==> config.mk <==
export PLATFORM = sky130hd
export DESIGN_NAME = fp_special_stage
export DESIGN_NICKNAME = d
export VERILOG_FILES = /design/src/rtl/fpss_pkg.sv /design/src/rtl/fpss_classify.sv /design/src/rtl/fpss_decide.sv /design/src/rtl/fp_special_stage.sv
export SDC_FILE = /design/constraint.sdc
export NUM_CORES = 1
export LEC_CHECK = 0
export ABC_AREA = 1
export BUFFER_PORTS_ARGS = -buffer_cell sky130_fd_sc_hd__buf_2
export CAP_MARGIN = 20
export CORE_UTILIZATION = 38
export CTS_CLUSTER_DIAMETER = 150
export DETAILED_ROUTE_END_ITERATION = 10
export PLACE_DENSITY = 0.81
export SETUP_SLACK_MARGIN = 0.05
export SLEW_MARGIN = 20
export SYNTH_ARGS = -nofsm -noshare
export SYNTH_HDL_FRONTEND = slang
export SYNTH_SLANG_ARGS = --single-unit
==> constraint.sdc <==
create_clock -name clk -period 1.5 [get_ports clk]
set_input_delay 0.3 -clock clk [delete_from_list [all_inputs] [get_ports clk]]
set_output_delay 0.3 -clock clk [all_outputs]
set_load 0.01 [all_outputs]
==> src/rtl/fpss_pkg.sv <==
// Package fpss_pkg: shared operand-class type for the special-operand stage.
// Assumes nothing beyond IEEE-754-style field layout (sign, exponent, fraction).
package fpss_pkg;
    typedef enum logic [2:0] {
        FC_ZERO   = 3'd0,
        FC_NORM   = 3'd1,
        FC_INF    = 3'd2,
        FC_DENORM = 3'd3,
        FC_QNAN   = 3'd4,
        FC_SNAN   = 3'd5
    } fcls_e;
endpackage

==> src/rtl/fpss_classify.sv <==
// Module fpss_classify: sorts one floating-point word into a class and
// produces its flushed form (a subnormal becomes a signed zero).
// Assumes a set top fraction bit marks a signaling NaN; sign ignored.
module fpss_classify
    import fpss_pkg::*;
#(
    parameter int EXP_W  = 8,
    parameter int FRAC_W = 23
) (
    input  logic [EXP_W+FRAC_W:0] val,
    output fcls_e                 cls,
    output logic [EXP_W+FRAC_W:0] flushed
);
    localparam int W = 1 + EXP_W + FRAC_W;

    logic [EXP_W-1:0]  exp_f;
    logic [FRAC_W-1:0] frac_f;
    logic              exp_ones, exp_zero, frac_zero;

    assign exp_f     = val[W-2 -: EXP_W];
    assign frac_f    = val[FRAC_W-1:0];
    assign exp_ones  = &exp_f;
    assign exp_zero  = ~|exp_f;
    assign frac_zero = ~|frac_f;

    // Purpose: pick the class from exponent and fraction fields.
    always_comb begin
        if (exp_ones && !frac_zero)
            cls = frac_f[FRAC_W-1] ? FC_SNAN : FC_QNAN;
        else if (exp_ones)
            cls = FC_INF;
        else if (exp_zero && !frac_zero)
            cls = FC_DENORM;
        else if (exp_zero)
            cls = FC_ZERO;
        else
            cls = FC_NORM;
    end

    // Purpose: replace a subnormal by a zero carrying the same sign.
    always_comb begin
        if (cls == FC_DENORM)
            flushed = {val[W-1], {(W-1){1'b0}}};
        else
            flushed = val;
    end
endmodule

==> src/rtl/fpss_decide.sv <==
// Module fpss_decide: chooses the final value, write enable and exception
// from the operand classes. Purely combinational.
// Assumes the core result arrives already classified and flushed.
module fpss_decide
    import fpss_pkg::*;
#(
    parameter int EXP_W  = 8,
    parameter int FRAC_W = 23
) (
    input  fcls_e                 cls_a,
    input  fcls_e                 cls_b,
    input  logic                  two_ops,
    input  logic                  is_copy,
    input  logic                  inv_en,
    input  logic [EXP_W+FRAC_W:0] op_a,
    input  logic [EXP_W+FRAC_W:0] core_flushed,
    output logic [EXP_W+FRAC_W:0] nxt_result,
    output logic                  nxt_wr,
    output logic                  nxt_exc
);
    localparam int W = 1 + EXP_W + FRAC_W;
    localparam logic [W-1:0] QNAN_WORD =
        {1'b0, {EXP_W{1'b1}}, 1'b0, {(FRAC_W-1){1'b1}}};

    logic any_snan, any_qnan;

    // Purpose: combine operand classes; op_b only counts when active.
    always_comb begin
        any_snan = (cls_a == FC_SNAN) || (two_ops && cls_b == FC_SNAN);
        any_qnan = (cls_a == FC_QNAN) || (two_ops && cls_b == FC_QNAN);
    end

    // Purpose: priority copy > trapped sNaN > NaN > core result.
    always_comb begin
        nxt_result = core_flushed;
        nxt_wr     = 1'b1;
        nxt_exc    = 1'b0;
        if (is_copy) begin
            nxt_result = op_a;
        end else if (any_snan && inv_en) begin
            nxt_result = QNAN_WORD;
            nxt_wr     = 1'b0;
            nxt_exc    = 1'b1;
        end else if (any_snan || any_qnan) begin
            nxt_result = QNAN_WORD;
        end
    end
endmodule

==> src/rtl/fp_special_stage.sv <==
// Module fp_special_stage: top of the special-operand finalization stage.
// Classifies operands and core result, flushes subnormals, decides the
// write-back and registers the outputs one cycle after in_valid.
// Assumes core_res is a combinational function of core_opa/core_opb.
module fp_special_stage
    import fpss_pkg::*;
#(
    parameter int EXP_W  = 8,
    parameter int FRAC_W = 23
) (
    input  logic                  clk,
    input  logic                  rst_n,
    input  logic                  in_valid,
    input  logic [EXP_W+FRAC_W:0] op_a,
    input  logic [EXP_W+FRAC_W:0] op_b,
    input  logic                  two_ops,
    input  logic                  is_copy,
    input  logic                  inv_en,
    output logic [EXP_W+FRAC_W:0] core_opa,
    output logic [EXP_W+FRAC_W:0] core_opb,
    input  logic [EXP_W+FRAC_W:0] core_res,
    output logic                  out_valid,
    output logic [EXP_W+FRAC_W:0] out_result,
    output logic                  out_wr_en,
    output logic                  out_inv_exc
);
    localparam int W     = 1 + EXP_W + FRAC_W;
    localparam int N_CLS = 3;

    logic [W-1:0] vals    [N_CLS];
    logic [W-1:0] flushed [N_CLS];
    fcls_e        cls     [N_CLS];

    logic [W-1:0] nxt_result;
    logic         nxt_wr, nxt_exc;
    logic         copy_q;

    assign vals[0] = op_a;
    assign vals[1] = op_b;
    assign vals[2] = core_res;

    // One classifier per word: operand a, operand b, core result.
    for (genvar gi = 0; gi < N_CLS; gi++) begin : g_cls
        fpss_classify #(.EXP_W(EXP_W), .FRAC_W(FRAC_W)) u_cls (
            .val     (vals[gi]),
            .cls     (cls[gi]),
            .flushed (flushed[gi])
        );
    end

    // Purpose: feed the core flushed operands, or raw ones for a copy.
    always_comb begin
        core_opa = is_copy ? op_a : flushed[0];
        core_opb = is_copy ? op_b : flushed[1];
    end

    fpss_decide #(.EXP_W(EXP_W), .FRAC_W(FRAC_W)) u_dec (
        .cls_a        (cls[0]),
        .cls_b        (cls[1]),
        .two_ops      (two_ops),
        .is_copy      (is_copy),
        .inv_en       (inv_en),
        .op_a         (op_a),
        .core_flushed (flushed[2]),
        .nxt_result   (nxt_result),
        .nxt_wr       (nxt_wr),
        .nxt_exc      (nxt_exc)
    );

    // Purpose: output register stage with synchronous active-low reset.
    always_ff @(posedge clk) begin
        if (!rst_n) begin
            out_valid   <= 1'b0;
            out_wr_en   <= 1'b0;
            out_inv_exc <= 1'b0;
            out_result  <= '0;
            copy_q      <= 1'b0;
        end else begin
            out_valid   <= in_valid;
            out_wr_en   <= in_valid & nxt_wr;
            out_inv_exc <= in_valid & nxt_exc;
            out_result  <= nxt_result;
            copy_q      <= is_copy;
        end
    end

    // an exception never comes with a write.
    a_r3_exc_blocks_write: assert property (@(posedge clk) disable iff (!rst_n)
        out_inv_exc |-> !out_wr_en);

    // a valid result without a write must be an exception.
    a_r3_skip_only_on_exc: assert property (@(posedge clk) disable iff (!rst_n)
        (out_valid && !out_wr_en) |-> out_inv_exc);

    // outputs follow in_valid one cycle later.
    a_r9_valid_follows: assert property (@(posedge clk) disable iff (!rst_n)
        in_valid |=> out_valid);
    a_r9_idle_quiet: assert property (@(posedge clk) disable iff (!rst_n)
        !in_valid |=> (!out_valid && !out_wr_en && !out_inv_exc));

    // the core never sees a subnormal on a non-copy operation.
    a_r5_core_no_denorm: assert property (@(posedge clk) disable iff (!rst_n)
        (in_valid && !is_copy) |->
            ((core_opa[W-2 -: EXP_W] != '0 || core_opa[FRAC_W-1:0] == '0) &&
             (core_opb[W-2 -: EXP_W] != '0 || core_opb[FRAC_W-1:0] == '0)));

    // a written non-copy result is never subnormal.
    a_r6_result_no_denorm: assert property (@(posedge clk) disable iff (!rst_n)
        (out_valid && out_wr_en && !copy_q) |->
            (out_result[W-2 -: EXP_W] != '0 || out_result[FRAC_W-1:0] == '0));
endmodule

==> impl_metrics.yaml <==
synthesis:
  netlist_area_um2: 2310
  synth.distinct_cells: 22
  yosys.area.top_type: "dfxtp_1"
  synth.avg_cell_area_um2: 5.67
  synth_compound_area_share_pct: 3.08
  synth_xor_area_share_pct: 0
  ys_seq_area_share_pct: 30.3
  synthMuxAreaShare_pct: 0
  synth_cells: 408
  synth_edf_count: 0
  synthDominantCellAreaShare_pct: 30.3
  synthSimpleGateAreaFrac_pct: 48.6
  yosysWarnings: 0
  synth_top_family_by_area: "simple AND/OR/NAND/NOR gates"
  yosys-top-cells-area: "dfxtp_1, nor2_1, nand2_1, inv_1, nand3_1"
  synth.top_cells.by_count: "nor2_1, nand2_1, inv_1"
  synth_fa_ha_area_share_pct: 0
  post-synth-top-count-cell: "nor2_1"
  ys.flop_type: "dfxtp_1"
  mappedNetlistNets: 510
  async_flop_share_pct: 0
  synth_seq_cells: 35
clock_tree:
  clockRootBuffer: "clkbuf_8"
  postCtsHoldBufs: 0
  cts.sinks: 35
  cts_tree: "yes"
  cts.reportedPaths.clkPinSlew_ns: 0.07
  cts_buffers: 5
  htree_levels: 2
  cts.path.max_buffers: 2
critical_path:
  slowest_stage: "buf_6"
  critPathLaunch: "op_b[2]"
  cp_data_arrival_time_ns: 1.52
  slowest_delay_ns: 0.16
  crit_fanout: 5
  crit_required_ns: 1.20
  crit_type: "in2out"
  worst_setup_path_start_kind: "primary input"
  critPathCaptureType: "primary output"
  cp_cell_sequence: "buf_2 -> inv_1 -> nand3_2 -> nor2_2 -> nand3_2 -> nand4_1 -> inv_2 -> buf_6 -> nor2_1 -> buf_2"
drt:
  ant_nets: 0
  via_per_inst: 5.02
  vias: 3516
  drt-total-wl_um: 10700
  remaining_drc_errors: 0
  drt_iter0_markers: 167
  wl_per_cell_um: 15.3
  dr.pass1.iters: 5
floorplan:
  core_um2: 5890
  dieArea_um2: 6400
  io_pins: 201
  die_w_um: 80.0
  std_cell_rows: 28
  start_util_pct: 39.3
  die_h_um: 80.0
run:
  max_cap_violations: 0
timing:
  finalHoldViolCount: 0
  setup_tns_ns: -10.15
  period_needed_ns: 1.82
  slew_violations: 0
  whs_ns: 0.245
  fin_crit_sh_pct: 122
  rsz0062_at_grt: "true"
  max_freq_mhz: 549
  maxSlewHeadroom_pct: 69.0
  setup_viol: 56
  worstMarginPinSlew_ns: 0.465
  setup_ws_ns: -0.323
global_routing:
  grt-ovfl-total: 0
  grt_use_total_pct: 26.6
  grt_pass1_vias: 3074
  grt_pass1_wl_um: 13200
  antenna_found_initial: 1
  grt_start_max_net_pins: 29
placed_design:
  place_hpwl_um: 6880
  dp_slack_ns: -0.271
  place_congestion: 0.836
  place_area_um2: 3530
  io_buffers: 198
cells_and_area:
  area_growth_pct: 88.1
  fin_area_um2: 4350
  nets: 726
  final_layout_size_suffix_gt1_share_pct: 52.0
pwr:
  p_leak_nw: 2.47
  power_mw: 2.55
  irDropWorstVdd_mv: 0.398
  power_density_nw_per_um2: 587
hold_path:
  min_from: "in_valid"
  worst_hold_path_type: "in2reg"
run_status:
  status: "finished, violations left"
  violations: "negative setup slack"
cells in the final DEF, fill, tap and decap left out, types with 5 or more instances in the layout:
master and instances:
inv_1 53, buf_4 34, inv_2 9, nor2_4 24, nor2_2 14, nand3_1 22, nand4_1 9, buf_6 40
buf_12 5, or2_2 6, dfxtp_1 35, nand2_1 88, buf_2 160, nand3_2 15, nor2_1 79, clkbuf_8 5
flip-flops by register name, summed over array words and instances, names as in the netlist:
register     cells
out_wr_en        1
out_valid        1
out_result      32
out_inv_exc      1
metal layers:
| metal | track usage [%] | vias to the layer above | share of wire, % |
|---|---|---|---|
| li1 | - | 1645 | - |
| met1 | 26.3 | 1609 | 34 |
| met2 | 52.2 | 217 | 53 |
| met3 | 5.94 | 45 | 8.1 |
| met4 | 11.6 | 0 | 4.8 |
| met5 | 0 | - | 0 |
report_power, final:
group	leakage (nW)	switching, mW	total, mW	internal, mW
Combinational	2.14	0.464	0.896	0.432
Clock	0.0422	0.324	0.650	0.326
Sequential	0.292	0.0158	1.01	0.992
Total	2.47	0.804	2.55	1.75
through the flow:
| step | utilization, % | instances |
|---|---|---|
| global route | 73.9 | 701 |
| floorplan | - | 408 |
| detailed placement | 60.0 | 681 |
| CTS | 65.4 | 694 |
| global placement | 60.0 | 681 |
| finish | 73.9 | 701 |
cell families (layout without fill, tap and decap cells):
| group | after synthesis | in the layout |
|---|---|---|
| buffers and inverters | 98 | 315 |
| AND/OR/NAND/NOR | 264 | 264 |
| other | 0 | 1 |
| flip-flops | 35 | 35 |
| AO/OA/AOI/OAI | 11 | 11 |
final timing paths:
kind	endpoint	slack, ns	cells past startpoint
max	core_opb[17]	-0.32	10
min	out_valid	0.25	3
critical path: cells and delay by family:
family	cells	cell delay (ns)
AND/OR/NAND/NOR	5	0.57
buffers and inverters	5	0.65
repair_timing:
item,4_1_cts,5_1_grt
pin swaps,5,20
buffers inserted,5,0
cloned,1,6
setup endpoints to repair,52,78
gates resized for setup,39,89
area by class of cell:
type / instances / area (µm²)
Antenna cell: 1 / 2.50
Multi-Input combinational cell: 275 / 1490
Clock inverter: 1 / 5.00
Inverter: 62 / 233
Sequential cell: 35 / 701
Tap cell: 75 / 93.8
Clock buffer: 7 / 76.3
Fill cell: 430 / 1540
Timing Repair Buffer: 245 / 1750
Power figures use the tool's default switching activity.
